[src/rtl/mc_pkg.sv]
package mc_pkg;

    // Fixed product-term roles
    localparam int PT_XOR = 0;
    localparam int PT_OE  = 0;
    localparam int PT_AUX = 1;
    localparam int PT_CLK = 2;
    localparam int PT_CLR = 3;
    localparam int PT_PRE = 4;
    localparam int NUM_GOE = 2;

    typedef enum logic [2:0] {
        MODE_D     = 3'd0,
        MODE_T     = 3'd1,
        MODE_JK    = 3'd2,
        MODE_SR    = 3'd3,
        MODE_LATCH = 3'd4,
        MODE_RSV5  = 3'd5,
        MODE_RSV6  = 3'd6,
        MODE_RSV7  = 3'd7
    } reg_mode_e;

    typedef enum logic [1:0] {
        XOR_ZERO = 2'd0,
        XOR_ONE  = 2'd1,
        XOR_PT   = 2'd2,
        XOR_RSV  = 2'd3
    } xor_sel_e;

    typedef enum logic [1:0] {
        DSRC_LOGIC = 2'd0,
        DSRC_TERM  = 2'd1,
        DSRC_PIN   = 2'd2,
        DSRC_RSV   = 2'd3
    } dsrc_e;

    typedef enum logic [1:0] {
        CLR_OFF    = 2'd0,
        CLR_GLOBAL = 2'd1,
        CLR_TERM   = 2'd2,
        CLR_BOTH   = 2'd3
    } clr_sel_e;

    typedef enum logic [2:0] {
        OE_OFF  = 3'd0,
        OE_ON   = 3'd1,
        OE_G0   = 3'd2,
        OE_G1   = 3'd3,
        OE_TERM = 3'd4,
        OE_RSV5 = 3'd5,
        OE_RSV6 = 3'd6,
        OE_RSV7 = 3'd7
    } oe_sel_e;

endpackage

[src/rtl/mc_sum_xor.sv]
module mc_sum_xor
    import mc_pkg::*;
#(
    parameter int NUM_PT = 5
) (
    input  logic [NUM_PT-1:0] pt,
    input  logic [NUM_PT-1:0] sum_mask,
    input  logic              cas_in,
    input  logic              cas_en,
    input  xor_sel_e          xor_sel,
    output logic              sum,
    output logic              logic_out
);

    logic [NUM_PT-1:0] gated;

    generate
        for (genvar i = 0; i < NUM_PT; i++) begin : g_gate
            assign gated[i] = pt[i] & sum_mask[i];
        end
    endgenerate

    always_comb begin
        sum = (|gated) | (cas_en & cas_in);
        unique case (xor_sel)
            XOR_ZERO: logic_out = sum;
            XOR_ONE:  logic_out = ~sum;
            XOR_PT:   logic_out = sum ^ pt[PT_XOR];
            default:  logic_out = sum;
        endcase
    end

endmodule

[src/rtl/mc_clk_ctrl.sv]
module mc_clk_ctrl
    import mc_pkg::*;
#(
    parameter int NUM_GCLK = 3
) (
    input  logic                 clk,
    input  logic                 rst_n,
    input  logic [NUM_GCLK-1:0]  gclk,
    input  logic                 pt_clk,
    input  logic [$clog2(NUM_GCLK+1)-1:0] clk_sel,
    input  logic                 ce_en,
    input  logic                 gclr,
    input  logic                 pt_clr,
    input  clr_sel_e             clr_sel,
    input  logic                 pt_pre,
    input  logic                 pre_en,
    output logic                 tick,
    output logic                 gate_open,
    output logic                 clr_act,
    output logic                 pre_act
);

    localparam int NUM_SRC = NUM_GCLK + 1;
    localparam int SEL_W   = $clog2(NUM_SRC);

    logic [NUM_SRC-1:0] hist_q;
    logic               lvl;
    logic               was_hi;
    logic               use_term;
    logic               ce_ok;

    // Clock history register: level of every source at the last fabric edge
    always_ff @(posedge clk or negedge rst_n) begin
        if (!rst_n) hist_q <= '0;
        else        hist_q <= {pt_clk, gclk};
    end

    always_comb begin
        lvl      = pt_clk;
        was_hi   = hist_q[NUM_GCLK];
        use_term = 1'b1;
        for (int i = 0; i < NUM_GCLK; i++) begin
            if (clk_sel == SEL_W'(i)) begin
                lvl      = gclk[i];
                was_hi   = hist_q[i];
                use_term = 1'b0;
            end
        end
        ce_ok     = use_term | ~ce_en | pt_clk;
        tick      = lvl & ~was_hi & ce_ok;
        gate_open = lvl & ce_ok;
        unique case (clr_sel)
            CLR_OFF:    clr_act = 1'b0;
            CLR_GLOBAL: clr_act = gclr;
            CLR_TERM:   clr_act = pt_clr;
            CLR_BOTH:   clr_act = gclr | pt_clr;
            default:    clr_act = 1'b0;
        endcase
        pre_act = pre_en & pt_pre;
    end

endmodule

[src/rtl/mc_store.sv]
module mc_store
    import mc_pkg::*;
(
    input  logic      clk,
    input  logic      rst_n,
    input  reg_mode_e mode,
    input  logic      d,
    input  logic      aux,
    input  logic      tick,
    input  logic      gate_open,
    input  logic      clr_act,
    input  logic      pre_act,
    output logic      q,
    output logic      q_stored
);

    logic q_reg;
    logic q_eff;
    logic edge_val;
    logic q_next;

    // State register
    always_ff @(posedge clk or negedge rst_n) begin
        if (!rst_n) q_reg <= 1'b0;
        else        q_reg <= q_next;
    end

    // Next-state and output process
    always_comb begin
        q_eff = q_reg;
        if (mode == MODE_LATCH && gate_open) q_eff = d;
        if (pre_act) q_eff = 1'b1;
        if (clr_act) q_eff = 1'b0;

        unique case (mode)
            MODE_T:  edge_val = q_reg ^ d;
            MODE_JK: edge_val = (d & ~q_reg) | (~aux & q_reg);
            MODE_SR: edge_val = aux ? 1'b0 : (d ? 1'b1 : q_reg);
            default: edge_val = d;
        endcase

        if (mode == MODE_LATCH) q_next = q_eff;
        else if (clr_act)       q_next = 1'b0;
        else if (pre_act)       q_next = 1'b1;
        else if (tick)          q_next = edge_val;
        else                    q_next = q_reg;
    end

    assign q        = q_eff;
    assign q_stored = q_reg;

    AST_CLEAR_TO_ZERO: assert property (@(posedge clk) disable iff (!rst_n)
        clr_act |=> (q_reg == 1'b0));

    AST_PRESET_TO_ONE: assert property (@(posedge clk) disable iff (!rst_n)
        (pre_act && !clr_act) |=> (q_reg == 1'b1));

    AST_HOLD_WITHOUT_TICK: assert property (@(posedge clk) disable iff (!rst_n)
        (mode != MODE_LATCH && !tick && !clr_act && !pre_act) |=> $stable(q_reg));

    AST_D_CAPTURE: assert property (@(posedge clk) disable iff (!rst_n)
        (mode == MODE_D && tick && !clr_act && !pre_act) |=> (q_reg == $past(d)));

    AST_T_TOGGLE: assert property (@(posedge clk) disable iff (!rst_n)
        (mode == MODE_T && tick && d && !clr_act && !pre_act) |=> (q_reg != $past(q_reg)));

endmodule

[src/rtl/mc_macrocell.sv]
module mc_macrocell
    import mc_pkg::*;
#(
    parameter int NUM_PT   = 5,
    parameter int NUM_GCLK = 3,
    localparam int SEL_W   = $clog2(NUM_GCLK + 1)
) (
    input  logic                clk,
    input  logic                rst_n,
    input  logic [NUM_PT-1:0]   pt_i,
    input  logic                cas_i,
    input  logic [NUM_GCLK-1:0] gclk_i,
    input  logic                gclr_i,
    input  logic [NUM_GOE-1:0]  goe_i,
    input  logic                pin_i,
    input  logic [NUM_PT-1:0]   cfg_sum_mask,
    input  logic                cfg_cas_en,
    input  logic [1:0]          cfg_xor_sel,
    input  logic [1:0]          cfg_dsrc,
    input  logic [2:0]          cfg_mode,
    input  logic [SEL_W-1:0]    cfg_clk_sel,
    input  logic                cfg_ce_en,
    input  logic [1:0]          cfg_clr_sel,
    input  logic                cfg_pre_en,
    input  logic                cfg_out_reg,
    input  logic                cfg_fb_reg,
    input  logic [2:0]          cfg_oe_sel,
    output logic                pin_o,
    output logic                pin_oe,
    output logic                fb_o,
    output logic                cas_o
);

    reg_mode_e mode;
    dsrc_e     dsrc;
    oe_sel_e   oe_sel;

    logic sum;
    logic logic_val;
    logic reg_d;
    logic tick;
    logic gate_open;
    logic clr_act;
    logic pre_act;
    logic q;
    logic q_stored;

    assign mode   = reg_mode_e'(cfg_mode);
    assign dsrc   = dsrc_e'(cfg_dsrc);
    assign oe_sel = oe_sel_e'(cfg_oe_sel);

    mc_sum_xor #(.NUM_PT(NUM_PT)) u_sum (
        .pt        (pt_i),
        .sum_mask  (cfg_sum_mask),
        .cas_in    (cas_i),
        .cas_en    (cfg_cas_en),
        .xor_sel   (xor_sel_e'(cfg_xor_sel)),
        .sum       (sum),
        .logic_out (logic_val)
    );

    mc_clk_ctrl #(.NUM_GCLK(NUM_GCLK)) u_ctrl (
        .clk       (clk),
        .rst_n     (rst_n),
        .gclk      (gclk_i),
        .pt_clk    (pt_i[PT_CLK]),
        .clk_sel   (cfg_clk_sel),
        .ce_en     (cfg_ce_en),
        .gclr      (gclr_i),
        .pt_clr    (pt_i[PT_CLR]),
        .clr_sel   (clr_sel_e'(cfg_clr_sel)),
        .pt_pre    (pt_i[PT_PRE]),
        .pre_en    (cfg_pre_en),
        .tick      (tick),
        .gate_open (gate_open),
        .clr_act   (clr_act),
        .pre_act   (pre_act)
    );

    mc_store u_store (
        .clk       (clk),
        .rst_n     (rst_n),
        .mode      (mode),
        .d         (reg_d),
        .aux       (pt_i[PT_AUX]),
        .tick      (tick),
        .gate_open (gate_open),
        .clr_act   (clr_act),
        .pre_act   (pre_act),
        .q         (q),
        .q_stored  (q_stored)
    );

    always_comb begin
        unique case (dsrc)
            DSRC_LOGIC: reg_d = logic_val;
            DSRC_TERM:  reg_d = pt_i[PT_AUX];
            DSRC_PIN:   reg_d = pin_i;
            default:    reg_d = logic_val;
        endcase

        unique case (oe_sel)
            OE_OFF:  pin_oe = 1'b0;
            OE_ON:   pin_oe = 1'b1;
            OE_G0:   pin_oe = goe_i[0];
            OE_G1:   pin_oe = goe_i[1];
            OE_TERM: pin_oe = pt_i[PT_OE];
            default: pin_oe = 1'b0;
        endcase

        pin_o = cfg_out_reg ? q : logic_val;
        fb_o  = cfg_fb_reg  ? q : logic_val;
        cas_o = sum;
    end

    AST_CE_BLOCKS_EDGE: assert property (@(posedge clk) disable iff (!rst_n)
        (int'(cfg_clk_sel) < NUM_GCLK && cfg_ce_en && !pt_i[PT_CLK] &&
         mode != MODE_LATCH && !clr_act && !pre_act) |=> $stable(q_stored));

endmodule

[config.mk]
export PLATFORM = sky130hd
export DESIGN_NAME = mc_macrocell
export DESIGN_NICKNAME = d
export VERILOG_FILES = /design/src/rtl/mc_pkg.sv /design/src/rtl/mc_sum_xor.sv /design/src/rtl/mc_clk_ctrl.sv /design/src/rtl/mc_store.sv /design/src/rtl/mc_macrocell.sv
export SDC_FILE = /design/constraint.sdc
export NUM_CORES = 1
export LEC_CHECK = 0
export ABC_AREA = 1
export BUFFER_PORTS_ARGS = -buffer_cell sky130_fd_sc_hd__buf_2
export CAP_MARGIN = 20
export CELL_PAD_IN_SITES_DETAIL_PLACEMENT = 1
export CELL_PAD_IN_SITES_GLOBAL_PLACEMENT = 1
export CORE_MARGIN = 3
export CORE_UTILIZATION = 26
export CTS_BUF_LIST = sky130_fd_sc_hd__clkbuf_2 sky130_fd_sc_hd__clkbuf_4 sky130_fd_sc_hd__clkbuf_8
export DETAILED_ROUTE_END_ITERATION = 16
export PLACE_DENSITY_LB_ADDON = 0.15
export SETUP_SLACK_MARGIN = 0.02
export SLEW_MARGIN = 5
export SYNTH_ARGS = -nofsm -noshare
export SYNTH_HDL_FRONTEND = slang
export SYNTH_SLANG_ARGS = --single-unit
[constraint.sdc]
create_clock -name clk -period 2 [get_ports clk]
set_input_delay 0.4 -clock clk [delete_from_list [all_inputs] [get_ports clk]]
set_output_delay 0.4 -clock clk [all_outputs]
set_load 0.01 [all_outputs]
==> out/summary.txt <==
RSZ-0062 raised after global routing - yes
Ant diodes - 0
WHS - 274 ps
Placed insts - 183
Fin nets - 205
First-pass GRT wire length - 3800 µm
Die Y - 55.7 µm
Core area - 2280 µm²
Drt wl/cell - 11.2 µm
Pin slew with the least headroom to its limit - 438 ps
Crit Path Category - input pin to primary output
Max_slew headroom - 0.708
P_int - 0.299 mW
Antenna violations before repair - 0
# IOs - 43
Min Tclk post-route - 1970 ps
Area grow syn2layout - 62.3%
Total Routing Usage GR - 0.147
Core Util, Final - 0.458
Worst skew pair latency - 240 ps
Main synth FF type - dfrtp_1
Net load switching power - 0.161 mW
Reg-to-reg startpoint - u_ctrl.hist_q[1]
CP arrival - 1570 ps
Placer Congestion - 0.769
Drt total wl - 2130 µm
Flop2flop setup slack - 770 ps
Residual DRC count - 0
Combinational Power Share - 0.458
Cells after Synth - 110
Number of vias per cell - 4.59
Mapped cell area - 643 µm²
Drt pass-1 iters - 4
CTS tree - done
Row cnt - 17
Setup crit end - pin_o
Sequential cell area fraction in the yosys report - 0.195
Fill count - 323
Fin crit share - 0.986
Final setup skew - 1.12 ps
Setup Viol. Count Final - 0
Layout cells sized above 1 - 0.441
ANT nets after route - 0
Power per cell area - 441 nW/µm²
Max Freq - 507 MHz
Clk network pwr share - 0.287
Clock sinks - 5
CTS H-Tree Depth - 1
Worst Setup End Kind - primary output
Leakage Power - 0.586 nW
Final total power - 0.460 mW
Flop pwr share - 0.255
Most common cell after layout, fill and taps aside - buf_2
Commonest cells after routing, fill and taps aside - buf_2 (39), nand2_1 (31), inv_1 (17)
Root Driver - clkbuf_4
Crit path from - cfg_xor_sel[1]
Yosys warns - 0
Status - completed
CP startpoint kind - input pin
CTS Buffer Depth - 2
IO Port Bufs - 42
Num CTS Buffers - 3
HP Start - gclk_i[0]
Final Hold Viols - 0
Max FO, Critical Path - 2
Syn nets - 153
Largest net degree at the start of global routing - 6
Starting Density - 0.283
EDFF count, synth - 0
Max IR drop VDD - 303 µV
Synth Register Bits - 5
Worst-path clk slew - 40 ps
Switching part of the total - 0.351
GRT overflow - 0
Vias in the first global route - 979
Vias - 867
Layout Cells excl Fill - 189
Post-synthesis area per instance - 5.85 µm²
Max-cap viol count - 0
Post-DP HPWL - 1830 µm
R2R depth - 8
CP required - 1600 ps
Die width - 55.7 µm
FFs w/ async S/R, synth - 1.00
Synth cell types - 23
Critical R2R Capture - u_store.q_stored
DRT iter0 DRCs - 6
Min-Delay Path Class - input pin to flop
Die area - 3110 µm²
Slew Viols, Final - 0
[kinds of logic (layout without fill, tap and decap cells)]
group	count (synthesis)	in the layout	synth area share
AOI/OAI and AO/OA	18	18	0.165
adders and majority gates	4	4	0.0778
buffers and inverters	22	73	0.128
DFF	5	5	0.195
and+or+nand+nor	61	61	0.434
[cell usage after synthesis (2+ instances only)]
library cell	n	area [µm²]
nand2_1	33	124
inv_1	21	78.8
nand3_1	10	50.1
nor2_1	9	33.8
a21oi_1	6	30.0
dfrtp_1	5	125
o21ai_0	5	25.0
ha_1	4	50.1
a21oi_2	2	17.5
nand2_2	2	12.5
[area by class of cell]
type                            instances  area [µm²]  area share
Multi-Input combinational cell         83         495       0.475
Sequential cell                         5         125       0.120
Timing Repair Buffer                   47         273       0.261
Inverter                               22        85.1      0.0815
Tap cell                               28        35.0      0.0336
Clock buffer                            4        30.0      0.0288
[flip-flops by register name, summed over array words and instances (netlist names)]
register,cells
u_ctrl.hist_q,4
u_store.q_stored,1
[layer usage]
metal / vias up / share of wire / track usage
li1: 450 / - / -
met1: 386 / 0.42 / 0.160
met2: 29 / 0.52 / 0.284
met3: 2 / 0.055 / 0.0325
met4: 0 / 0.012 / 0.0347
met5: - / 0 / 0
[critical path: stages]
cell,delay (ps)
buf_6,100
ha_4,230
a21oi_2,110
nand3_2,80
nand3_2,70
nand3b_1,120
a21oi_2,170
nand2_1,60
o21ai_1,70
buf_2,140
[power by group through the flow]
stage	Sequential, mW	Clock (mW)	Combinational, mW
2_1_floorplan	0.116	0	0.102
3_3_place_gp	0.120	0	0.179
3_5_place_dp	0.119	0	0.185
4_1_cts	0.118	0.134	0.210
5_1_grt	0.120	0.142	0.240
6_report	0.118	0.132	0.211
[per-stage QoR]
| stage | TNS [ps] | worst slack [ps] | cell area, µm² |
|---|---|---|---|
| finish | 0 | 27.8 | 1040 |
| global route | -255 | -134 | 1040 |
| CTS | -24.6 | -20.7 | 1030 |
| detailed placement | -365 | -192 | 911 |
| global placement | -188 | -94.1 | 911 |
| floorplan | 0 | 141 | 643 |
[worst min-delay path by stage]
| stage | to | slack (ps) | cells after the start |
|---|---|---|---|
| 6_report | u_ctrl.hist_q[0] | 270 | 1 |
| 2_1_floorplan | u_ctrl.hist_q[0] | 100 | 0 |
| 5_1_grt | u_ctrl.hist_q[0] | 270 | 1 |
| 4_1_cts | u_ctrl.hist_q[0] | 270 | 1 |
| 3_3_place_gp | u_ctrl.hist_q[2] | 220 | 1 |
| 3_5_place_dp | u_ctrl.hist_q[2] | 220 | 1 |
[timing repair]
item | CTS | global route
endpoints found under the setup margin | 2 | 2
gates resized for setup | 19 | 4
endpoints found under the hold margin | 5 | 0
pin swaps | 10 | 3
hold buffers | 1 | 0
setup buffers | 1 | 0
Power figures use the tool's default switching activity.
